$ cat src/rtl/lapic_timer_pkg.sv
package lapic_timer_pkg;
  localparam int CTL_W      = 18;
  localparam int VEC_LO     = 0;
  localparam int VEC_W      = 8;
  localparam int MODE_LO    = 8;
  localparam int MODE_W     = 3;
  localparam int LEVEL_BIT  = 15;
  localparam int MASK_BIT   = 16;
  localparam int PERIOD_BIT = 17;

  typedef enum logic [1:0] {
    SEL_START = 2'd0,
    SEL_LIVE  = 2'd1,
    SEL_CTL   = 2'd2,
    SEL_NONE  = 2'd3
  } reg_sel_e;

  typedef struct packed {
    logic [VEC_W-1:0]  vector;
    logic [MODE_W-1:0] mode;
    logic              level;
  } req_fields_t;
endpackage

$ cat src/rtl/lapic_timer_ctl.sv
module lapic_timer_ctl
  import lapic_timer_pkg::*;
#(
  parameter int DATA_W = 32
) (
  input  logic              clk,
  input  logic              rst_n,
  input  logic              wr_en,
  input  logic [DATA_W-1:0] wr_data,
  output logic [CTL_W-1:0]  ctl_word,
  output req_fields_t       fields,
  output logic              masked,
  output logic              periodic
);
  localparam logic [CTL_W-1:0] CTL_RESET = CTL_W'(1) << MASK_BIT;

  logic [CTL_W-1:0] ctl_q;

  always_ff @(posedge clk) begin
    if (!rst_n)     ctl_q <= CTL_RESET;
    else if (wr_en) ctl_q <= wr_data[CTL_W-1:0];
  end

  assign ctl_word      = ctl_q;
  assign fields.vector = ctl_q[VEC_LO +: VEC_W];
  assign fields.mode   = ctl_q[MODE_LO +: MODE_W];
  assign fields.level  = ctl_q[LEVEL_BIT];
  assign masked        = ctl_q[MASK_BIT];
  assign periodic      = ctl_q[PERIOD_BIT];

  assert_reset_masked_R1: assert property (@(posedge clk)
    !rst_n |=> masked);
endmodule

$ cat src/rtl/lapic_timer_count.sv
module lapic_timer_count #(
  parameter int CNT_W = 32
) (
  input  logic             clk,
  input  logic             rst_n,
  input  logic             load,
  input  logic [CNT_W-1:0] load_val,
  input  logic             tick,
  input  logic             periodic,
  output logic [CNT_W-1:0] start_cnt,
  output logic [CNT_W-1:0] live_cnt,
  output logic             expire
);
  localparam logic [CNT_W-1:0] ONE = CNT_W'(1);

  logic [CNT_W-1:0] start_q, live_q;
  logic             running;

  assign running = tick && !load && (live_q != '0);
  assign expire  = running && (live_q == ONE);

  always_ff @(posedge clk) begin
    if (!rst_n) begin
      start_q <= '0;
      live_q  <= '0;
    end else if (load) begin
      start_q <= load_val;
      live_q  <= load_val;
    end else if (expire) begin
      live_q  <= periodic ? start_q : '0;
    end else if (running) begin
      live_q  <= live_q - ONE;
    end
  end

  assign start_cnt = start_q;
  assign live_cnt  = live_q;

  assert_decrement_R3: assert property (@(posedge clk) disable iff (!rst_n)
    (tick && !load && live_q > ONE) |=> live_q == $past(live_q) - ONE);

  assert_hold_R3: assert property (@(posedge clk) disable iff (!rst_n)
    (!tick && !load) |=> $stable(live_q));

  assert_oneshot_stop_R7: assert property (@(posedge clk) disable iff (!rst_n)
    (expire && !periodic) |=> live_q == '0);

  assert_reload_R6: assert property (@(posedge clk) disable iff (!rst_n)
    (expire && periodic) |=> live_q == start_q);

  assert_load_wins_R11: assert property (@(posedge clk) disable iff (!rst_n)
    load |=> live_q == $past(load_val));
endmodule

$ cat src/rtl/lapic_timer_req.sv
module lapic_timer_req
  import lapic_timer_pkg::*;
(
  input  logic        clk,
  input  logic        rst_n,
  input  logic        expire,
  input  logic        masked,
  input  req_fields_t fields_in,
  output logic        valid,
  output req_fields_t fields_out
);
  always_ff @(posedge clk) begin
    if (!rst_n) begin
      valid      <= 1'b0;
      fields_out <= '0;
    end else begin
      valid <= expire && !masked;
      if (expire && !masked) fields_out <= fields_in;
    end
  end
endmodule

$ cat src/rtl/lapic_timer.sv
module lapic_timer
  import lapic_timer_pkg::*;
#(
  parameter int CNT_W  = 32,
  parameter int DATA_W = 32
) (
  input  logic              clk,
  input  logic              rst_n,
  input  logic              tick_en,
  input  logic              reg_wr,
  input  logic [1:0]        reg_sel,
  input  logic [DATA_W-1:0] reg_wdata,
  input  logic [1:0]        reg_rsel,
  output logic [DATA_W-1:0] reg_rdata,
  output logic              req_valid,
  output logic [VEC_W-1:0]  req_vector,
  output logic [MODE_W-1:0] req_mode,
  output logic              req_level
);
  logic [CTL_W-1:0] ctl_word;
  req_fields_t      ctl_fields, req_fields;
  logic             masked, periodic, expire, load;
  logic [CNT_W-1:0] start_cnt, live_cnt;

  assign load = reg_wr && (reg_sel == SEL_START);

  lapic_timer_ctl #(.DATA_W(DATA_W)) u_ctl (
    .clk(clk), .rst_n(rst_n),
    .wr_en(reg_wr && (reg_sel == SEL_CTL)),
    .wr_data(reg_wdata),
    .ctl_word(ctl_word), .fields(ctl_fields),
    .masked(masked), .periodic(periodic)
  );

  lapic_timer_count #(.CNT_W(CNT_W)) u_count (
    .clk(clk), .rst_n(rst_n),
    .load(load), .load_val(reg_wdata[CNT_W-1:0]),
    .tick(tick_en), .periodic(periodic),
    .start_cnt(start_cnt), .live_cnt(live_cnt), .expire(expire)
  );

  lapic_timer_req u_req (
    .clk(clk), .rst_n(rst_n),
    .expire(expire), .masked(masked),
    .fields_in(ctl_fields),
    .valid(req_valid), .fields_out(req_fields)
  );

  always_comb begin
    unique case (reg_rsel)
      SEL_START: reg_rdata = DATA_W'(start_cnt);
      SEL_LIVE:  reg_rdata = DATA_W'(live_cnt);
      SEL_CTL:   reg_rdata = DATA_W'(ctl_word);
      default:   reg_rdata = '0;
    endcase
  end

  assign req_vector = req_fields.vector;
  assign req_mode   = req_fields.mode;
  assign req_level  = req_fields.level;

  assert_masked_silent_R5: assert property (@(posedge clk) disable iff (!rst_n)
    req_valid |-> !$past(masked));

  assert_req_needs_tick_R4: assert property (@(posedge clk) disable iff (!rst_n)
    req_valid |-> $past(tick_en) && !$past(load));

  assert_zero_write_quiet_R8: assert property (@(posedge clk) disable iff (!rst_n)
    (load && reg_wdata[CNT_W-1:0] == '0) |=> !req_valid && live_cnt == '0);
endmodule

$ cat config.mk
export PLATFORM = sky130hd
export DESIGN_NAME = lapic_timer
export DESIGN_NICKNAME = d
export VERILOG_FILES = /design/src/rtl/lapic_timer_pkg.sv /design/src/rtl/lapic_timer_ctl.sv /design/src/rtl/lapic_timer_count.sv /design/src/rtl/lapic_timer_req.sv /design/src/rtl/lapic_timer.sv
export SDC_FILE = /design/constraint.sdc
export NUM_CORES = 1
export LEC_CHECK = 0
export BUFFER_PORTS_ARGS = -buffer_cell sky130_fd_sc_hd__buf_2
export CORE_UTILIZATION = 37
export CTS_CLUSTER_DIAMETER = 200
export CTS_CLUSTER_SIZE = 30
export DETAILED_ROUTE_END_ITERATION = 10
export PLACE_DENSITY = 0.64
export SLEW_MARGIN = 15
export SYNTH_ARGS = -nofsm -noshare
export SYNTH_HDL_FRONTEND = slang
export SYNTH_HIERARCHICAL = 1
export SYNTH_SLANG_ARGS = --single-unit
$ cat constraint.sdc
create_clock -name clk -period 4.4 [get_ports clk]
set_input_delay 0.44 -clock clk [delete_from_list [all_inputs] [get_ports clk]]
set_output_delay 0.44 -clock clk [all_outputs]
set_load 0.02 [all_outputs]
==> results_dict.tcl, run 1 <==
set metrics [dict create \
    outcome "completed" \
    cts_hold_buf 0 \
    ys_warn_count 6 \
    grtUsageTotal_pct 19.9 \
    rr_worst_depth 8 \
    die_area_sq_um 15800 \
    start_kind "register" \
    vias 5078 \
    synth_area_sq_um 5680 \
    hold_viol 0 \
    fin_cells 878 \
    cellPowerDensity_nw_per_um2 388 \
    io_pins 85 \
    maxCapViolations 0 \
    worst_pin_slew_ns 1.15 \
    top_layer_used "met4" \
    rsz0062_at_grt "false" \
    switching_share_pct 35.3 \
    cp_slowest_stage_delay_ns 0.78 \
    finalNetCount 731 \
    min_from "reg_wdata[16]" \
    dr.pass1.iters 5 \
    crit_fanout 12 \
    slew-limit-headroom_pct 22.4 \
    cts_tree "yes" \
    syn-num-nets 691 \
    ys_ff_latch 95 \
    synthCells 649 \
    r2r_slack_ns 1.02 \
    path_buf_inv 1 \
    synth_ff_type "dfxtp_1" \
    post-cts-setup-buffers 0 \
    combPwrFrac_pct 26.1 \
    ys_types 59 \
    r2r-start "u_count/live_cnt[1]" \
    period_minus_slack_ns 3.38 \
    port_buffers 84 \
    worstPathRequired_ns 4.68 \
    drive_gt1_share_pct 18.9 \
    routabilityCongestion 0.901 \
    period_share_pct 76.9 \
    clock_latency_ns 0.35 \
    dpl.cell_count 862 \
    wl_um 15900 \
    grt_pass1_wl_um 25100 \
    setup_viol_count_final 0 \
    ys_seq_area_share_pct 33.5 \
    finClkSkew_ns 0.00770 \
    initial_core_util_pct 38.5 \
    pre_cts_slack_ns 1.09 \
    dr_wl_met3_um 1050 \
    area_delta_synth_final_pct 10.8 \
    max_freq_ghz 0.296 \
    rows 44 \
    tns_ns 0 \
    worst_slack_ns 1.02 \
    power.share.sequential_pct 41.7 \
    crit_arrival_ns 3.66 \
    synth_area_per_cell_sq_um 8.75 \
    synth_edf_count 0 \
    h-tree-depth 3 \
    grt_overflow 0 \
    whs_path_depth 3 \
    ir_drop_v 0.000197 \
    fin_util_pct 42.7 \
    cts_resized 0 \
    die_x_um 126 \
    first_iter_violations 397 \
    crit_path_top_delay_cell "nor2_1" \
    drc 0 \
    ctsLongestPathBuffers 2 \
    cts_num_sinks 95 \
    p_leak_nw 2.45 \
    cts_root_buffer "clkbuf_16" \
    min_path_type "input port to register" \
    internal_power_mw 1.58 \
    antenna_left 0 \
    met1_length_um 7130 \
    grt_start_max_net_pins 67 \
    coreArea_sq_um 14800 \
    critPathKind "register to register" \
    dieHeight_um 126 \
    antenna_cells 0 \
    vias_per_cell 5.78 \
    cts_made_buffers 9 \
    clkPwrFrac_pct 32.2 \
    ys_async_sr_fraction_pct 0 \
    fillers 1476 \
    wl_per_cell_um 18.1 \
    p_sw_uw 862 \
    drv_slew 0 \
    met2_length_um 7530 \
    path_cells "inv_1 -> ha_1 -> nor4b_1 -> nand4_1 -> o31a_1 -> nor2_1 -> a22oi_1 -> o21ai_0" \
    reg2reg_to "u_count/live_cnt[7]" \
    hpwlAfterDp_um 10900 \
    endpoint_kind "register" \
    antenna_found_initial 0 \
    grt_pass1_vias 4806 \
    path_clk_slew_ns 0.07 \
    min_to "u_ctl/ctl_word[16]" \
    critical-path-top-delay-family "simple AND/OR/NAND/NOR gates" \
]
how the worst max path moves through the flow:
stage,startpoint,end,slack (ns),depth (start not counted)
final,u_count/live_cnt[1],u_count/live_cnt[7],1.02,8
after global routing,u_count/live_cnt[1],u_count/live_cnt[7],0.74,8
after CTS,u_count/live_cnt[1],u_count/live_cnt[7],1.05,8
after detailed placement,u_count/live_cnt[1],u_count/live_cnt[7],1.09,8
after global placement,u_count/live_cnt[0],u_count/live_cnt[7],1.28,8
after floorplan,u_count/live_cnt[0],u_count/live_cnt[16],1.95,7
routing by layer:
layer / vias to the layer above / track usage [%]
met5: - / 0
met4: 0 / 5.03
met3: 13 / 4.63
met2: 204 / 33.4
met1: 2448 / 25.6
li1: 2413 / -
cells by family after synthesis:
group	count (synthesis)	synth area share, %
mux	87	15.4
flops	95	33.5
xor+xnor	18	2.78
compound gates	149	17.3
simple gates	229	23.2
fa+ha+maj	2	0.441
buf+inv	69	7.42
through the flow:
stage                     hold WS, ns  cell area [sq um]  total power, mW
after floorplan                 0.460               5680             1.50
after global placement          0.440               5990             1.65
after detailed placement        0.446               5990             1.66
after CTS                       0.332               6290             2.45
after global routing            0.354               6290             2.56
final                           0.344               6290             2.44
final cells by class:
type	instances	area, sq um	share of cell area (%)
multi-input combinational	485	3360	53.4
sequential	95	1900	30.2
timing repair buffer	91	473	7.51
clock buffer	10	239	3.80
tap	184	230	3.66
clock inverter	6	62.6	0.994
inverter	7	26.3	0.417
power groups by stage:
stage                     combinational (mW)  clock, mW  sequential, mW
final                                  0.638      0.788            1.02
after global routing                   0.692      0.840            1.03
after CTS                              0.627      0.805            1.02
after detailed placement               0.624          0            1.04
after global placement                 0.615          0            1.03
after floorplan                        0.503          0           0.999
cells in the mapped netlist, drive strengths merged, types with 5 or more instances:
master,number,share of area (%)
a22oi,7,0.93
o2bb2ai,18,2.8
or3,5,0.55
mux2i,86,15
nand4,9,1.3
xnor2,9,1.4
and3,5,0.57
nor4,12,2.1
a31oi,10,1.1
a21oi,36,3.2
inv,7,0.46
o31ai,5,0.66
o21ai,39,3.4
nor2,36,2.4
nor3,17,2.2
buf,36,5.2
a32oi,14,2.2
xor2,9,1.4
nor2b,59,6.8
clkbuf,26,1.7
nand2,55,3.7
nand3,10,0.88
dfxtp,95,33
or4,6,0.86
state kept, by name, summed over array words and instances, names as in the netlist:
name	cells
u_req/fields_out	12
u_ctl/ctl_word	18
u_count/live_cnt	32
u_count/start_cnt	32
u_req/valid	1
layout by cell type (no fill, tap or decap), types with 3 or more instances in the layout:
master	synthesis	final
inv_1	7	7
nand4_1	8	8
or2_2	4	4
o21ai_0	36	36
a21oi_1	36	36
a22oi_1	7	7
xor2_1	9	9
o21ai_1	3	3
or4_1	5	5
nor3_2	3	3
o2bb2ai_1	18	18
nor4_1	9	9
nand2_1	54	54
a32oi_1	14	14
and3_1	4	4
mux2i_1	86	86
clkbuf_16	0	9
a21boi_0	3	3
nand3_1	10	10
a31oi_1	10	10
nor2_1	35	35
nor2b_1	57	57
buf_4	17	7
or3_1	5	5
o32a_1	4	4
xnor2_1	9	9
nor4_4	3	3
and2_1	3	3
o31ai_1	5	5
buf_2	5	84
dfxtp_1	95	95
o21a_1	3	3
nor3_1	12	12
tightest hold or removal path, cell delays in order:
cell	delay (ns)
buf_2	0.10
mux2i_1	0.06
nand2_1	0.06
Note: power is estimated with default switching activity, not from simulation.
==> run 2, diff against run 1 <==
==> constraint.sdc (replaced) <==
create_clock -name clk -period 3.4 [get_ports clk]
set_input_delay 0.34 -clock clk [delete_from_list [all_inputs] [get_ports clk]]
set_output_delay 0.34 -clock clk [all_outputs]
set_load 0.02 [all_outputs]
==> results_dict.tcl, run 2 (same netlist as run 1, synthesis figures left out) <==
set metrics [dict create \
    outcome "completed" \
    worstPathRequired_ns 3.63 \
    cts_made_buffers 9 \
    hpwlAfterDp_um 11100 \
    cts_num_sinks 95 \
    setup_viol_count_final 0 \
    grt_start_max_net_pins 67 \
    dpl.cell_count 868 \
    antenna_left 0 \
    maxCapViolations 0 \
    dieHeight_um 126 \
    die_area_sq_um 15800 \
    post-cts-setup-buffers 0 \
    final_common_cell "dfxtp_1" \
    area_delta_synth_final_pct 11.5 \
    cts_resized 0 \
    first_iter_violations 289 \
    period_minus_slack_ns 2.92 \
    tns_ns 0 \
    grtUsageTotal_pct 20.5 \
    drv_slew 0 \
    crit_fanout 10 \
    cellPowerDensity_nw_per_um2 497 \
    p_leak_nw 2.46 \
    crit_arrival_ns 3.15 \
    fin_cells 884 \
    hold_viol 0 \
    h-tree-depth 3 \
    slew-limit-headroom_pct 42.2 \
    vias 4972 \
    clock_latency_ns 0.36 \
    vias_per_cell 5.62 \
    cts_tree "yes" \
    io_pins 85 \
    start_kind "register" \
    finClkSkew_ns 0.00966 \
    rsz0062_at_grt "false" \
    grt_pass1_wl_um 25900 \
    ctsLongestPathBuffers 2 \
    grt_pass1_vias 4978 \
    wl_um 16100 \
    cts_root_buffer "clkbuf_16" \
    endpoint_kind "register" \
    holdWs_ns 0.249 \
    period_share_pct 85.9 \
    grt_overflow 0 \
    port_buffers 84 \
    finalNetCount 737 \
    antenna_found_initial 0 \
    pre_cts_slack_ns 0.515 \
    dr.pass1.iters 5 \
    critPathKind "register to register" \
    cts_hold_buf 0 \
    rows 44 \
    worst_slack_ns 0.481 \
    fin_util_pct 42.9 \
    antenna_cells 0 \
    min_path_type "input port to register" \
    drive_gt1_share_pct 19.6 \
    wl_per_cell_um 18.2 \
    die_x_um 126 \
    path_clk_slew_ns 0.08 \
    final_cell_mix "dfxtp_1 (95), mux2i_1 (86), buf_2 (84)" \
    routabilityCongestion 0.934 \
    worst_pin_slew_ns 0.867 \
    initial_core_util_pct 38.5 \
    max_freq_ghz 0.343 \
    coreArea_sq_um 14800 \
    drc 0 \
    ir_drop_v 0.000271 \
]
[run 2: cell count changes in the layout (fill, tap and decap cells not counted), sizes merged]
cell / change
buf: +6
clkbuf: -1
clkinv: -1
clkinvlp: +3
inv: -1
[run 2: worst max-delay path, cell delays in order, from the launching register on]
cell	delay, ns
dfxtp_1	0.48
ha_1	0.26
or3b_2	0.45
or4_1	0.51
nor3_4	0.48
nor2_2	0.23
a32oi_1	0.26
a21oi_1	0.11
[run 2: area by class of cell]
type	instances	area [sq um]
clock inverters	7	67.6
multi-input cells	485	3360
inverters	7	26.3
clock buffers	9	225
repair buffers	97	518
well taps	184	230
flip-flops and latches	95	1900
fillers	1517	8420
[run 2: layer usage]
metal  vias to the layer above  GRT usage (%)  share of wire (%)
li1                       2434              -                  -
met1                      2337           27.1                 47
met2                       171           32.9                 46
met3                        30           3.99                5.1
met4                         0           7.87                2.0
met5                         -              0                  0
[run 2: where the power goes]
group | internal [mW] | switching [mW] | leakage, nW
clock | 0.511 | 0.483 | 0.133
combinational | 0.336 | 0.501 | 1.56
sequential | 1.19 | 0.129 | 0.775
[run 2: worst paths after layout]
| path | endpoint | startpoint | slack (ns) | cells after the start |
|---|---|---|---|---|
| worst max-delay path | u_count/live_cnt[27] | u_count/live_cnt[0] | 0.48 | 7 |
| worst min-delay path | u_ctl/ctl_word[16] | reg_wdata[16] | 0.25 | 3 |
| worst min register to register | u_req/fields_out[0] | u_req/fields_out[0] | 0.46 | 2 |
| worst max register to register | u_count/live_cnt[27] | u_count/live_cnt[0] | 0.48 | 7 |
[run 2: per-stage QoR]
step | cell area (sq um) | total power, mW
finish | 6330 | 3.15
global route | 6330 | 3.31
CTS | 6330 | 3.17
detailed placement | 6040 | 2.17
global placement | 6040 | 2.16
floorplan | 5680 | 1.94
==> run 3, diff against run 2 <==
--- a/config.mk
+++ b/config.mk
@@ -5,12 +5,12 @@
 export SDC_FILE = /design/constraint.sdc
 export NUM_CORES = 1
 export LEC_CHECK = 0
+export ABC_AREA = 1
 export BUFFER_PORTS_ARGS = -buffer_cell sky130_fd_sc_hd__buf_2
 export CORE_UTILIZATION = 37
 export CTS_CLUSTER_DIAMETER = 200
 export CTS_CLUSTER_SIZE = 30
 export DETAILED_ROUTE_END_ITERATION = 10
-export PLACE_DENSITY = 0.64
 export SLEW_MARGIN = 15
 export SYNTH_ARGS = -nofsm -noshare
 export SYNTH_HDL_FRONTEND = slang
==> results_dict.tcl, run 3 <==
set metrics [dict create \
    tns_ns 0 \
    ys_async_sr_fraction_pct 0 \
    die_x_um 132 \
    cts_made_buffers 9 \
    synth_edf_count 0 \
    port_buffers 84 \
    min_path_type "input port to register" \
    synth_top_area_share_pct 30.2 \
    finClkSkew_ns 0.0119 \
    internal_power_mw 1.94 \
    synthMostInstantiatedCell "nand2_1" \
    endpoint_kind "register" \
    clkPwrFrac_pct 34.5 \
    slew-limit-headroom_pct 40.8 \
    start_kind "register" \
    path_clk_slew_ns 0.08 \
    die_area_sq_um 17500 \
    setup_viol_count_final 0 \
    cts_resized 0 \
    crit_fanout 30 \
    initial_core_util_pct 38.0 \
    synthCells 969 \
    hpwlAfterDp_um 12600 \
    routabilityCongestion 0.875 \
    ys_seq_area_share_pct 30.2 \
    ys_types 34 \
    yosysTopAreaCell "dfxtp_1" \
    vias_per_cell 5.04 \
    antenna_left 0 \
    maxCapViolations 0 \
    ctsLongestPathBuffers 2 \
    cts_root_buffer "clkbuf_16" \
    grt_start_max_net_pins 67 \
    first_iter_violations 474 \
    synth_area_leaders "dfxtp_1 (30%), nand2_1 (17%), nand3_1 (7.8%)" \
    final_common_cell "nand2_1" \
    crit_arrival_ns 2.90 \
    fin_util_pct 41.4 \
    dieHeight_um 132 \
    drive_gt1_share_pct 19.9 \
    synth_ff_type "dfxtp_1" \
    min_to "u_count/start_cnt[31]" \
    period_minus_slack_ns 2.60 \
    period_share_pct 76.4 \
    cellPowerDensity_nw_per_um2 440 \
    p_leak_nw 3.10 \
    cp_slowest_stage_delay_ns 0.45 \
    ir_drop_v 0.000261 \
    cts_tree "yes" \
    area_delta_synth_final_pct 9.14 \
    final_cell_mix "nand2_1 (289), nor2_1 (110), nand3_1 (98)" \
    dr.pass1.iters 5 \
    coreArea_sq_um 16600 \
    drc 0 \
    fillers 1847 \
    hold_viol 0 \
    path_cells "inv_1 -> ha_1 -> nand2_4 -> nor2_8 -> nand2_4 -> clkinv_1 -> nand2_1 -> nand3_4 -> inv_1 -> inv_2 -> nor2_4 -> nor2_1 -> nor2_1" \
    io_pins 85 \
    syn-num-nets 1011 \
    wl_per_cell_um 14.6 \
    critPathKind "register to register" \
    cts_hold_buf 0 \
    antenna_found_initial 0 \
    crit_path_top_delay_cell "inv_1" \
    rr_worst_depth 13 \
    r2r-start "u_count/live_cnt[0]" \
    clock_latency_ns 0.37 \
    rsz0062_at_grt "false" \
    grt_pass1_vias 5770 \
    vias 6180 \
    finalNetCount 1043 \
    whs_path_depth 3 \
    synth_area_per_cell_sq_um 6.50 \
    switching_share_pct 35.9 \
    worstPathRequired_ns 3.70 \
    grt_pass1_wl_um 29300 \
    power.share.sequential_pct 41.8 \
    post-cts-setup-buffers 0 \
    yosys-top-cells-count "nand2_1 (289), nor2_1 (110), nand3_1 (98)" \
    h-tree-depth 3 \
    max_freq_ghz 0.385 \
    ys_ff_latch 95 \
    wl_um 17900 \
    grtUsageTotal_pct 20.7 \
    min_from "reg_wdata[31]" \
    ys_warn_count 6 \
    antenna_cells 0 \
    combPwrFrac_pct 23.7 \
    synth_area_sq_um 6300 \
    p_sw_mw 1.09 \
    drv_slew 0 \
    outcome "completed" \
    cts_num_sinks 95 \
    r2r_slack_ns 0.80 \
    rows 47 \
    reg2reg_to "u_req/fields_out[7]" \
    worst_pin_slew_ns 0.886 \
    grt_overflow 0 \
]
[run 3: final cells by class]
cell class	count	area, sq um	area share (%)
multi-input cells	732	3640	53.0
flip-flops and latches	95	1900	27.7
repair buffers	93	488	7.10
well taps	220	275	4.01
inverters	70	268	3.90
clock buffers	9	225	3.28
clock inverters	7	73.8	1.07
[run 3: cell families after synthesis]
family	share of synthesized area, %
buffers and inverters	12.1
AOI/OAI and AO/OA	11.4
DFF	30.2
adders and majority gates	0.397
xor gates and xnor gates	2.64
and+or+nand+nor	43.2
[run 3: worst max-delay path: cells and delay by family (launching register included)]
family        cells  cell delay (ns)
simple gates      8             1.15
flops             1             0.42
buf+inv           4             0.69
fa+ha+maj         1             0.28
[run 3: per-layer routing]
metal,vias up,GRT usage (%),routed length (um)
met5,-,0,0
met2,160,33.4,8230
met4,0,7.15,266
met1,2856,28.1,8600
li1,3145,-,-
met3,19,3.03,812
[run 3: how the worst max path moves through the flow]
stage	to	startpoint	cells past startpoint
CTS	u_req/fields_out[7]	u_count/live_cnt[0]	13
finish	u_req/fields_out[7]	u_count/live_cnt[0]	13
detailed placement	u_req/fields_out[7]	u_count/live_cnt[0]	13
floorplan	u_req/fields_out[10]	u_count/live_cnt[0]	15
global route	u_req/fields_out[7]	u_count/live_cnt[0]	13
global placement	u_req/fields_out[11]	u_count/live_cnt[0]	13
[run 3: metrics by stage]
step	area, sq um	worst slack, ns	cells	hold WS, ns	power [mW]
6_report	6870	0.804	1226	0.228	3.02
5_1_grt	6870	0.527	1226	0.240	3.18
4_1_cts	6870	0.743	1226	0.224	3.04
3_5_place_dp	6570	0.759	1210	0.463	2.00
3_3_place_gp	6570	0.874	1210	0.465	2.00
2_1_floorplan	6300	1.33	969	0.450	1.84
[run 3: power groups by stage]
stage	logic [mW]	registers (mW)	clock network, mW
floorplan	0.573	1.26	0
global placement	0.711	1.29	0
detailed placement	0.713	1.29	0
CTS	0.716	1.26	1.06
global route	0.799	1.28	1.11
finish	0.716	1.26	1.04
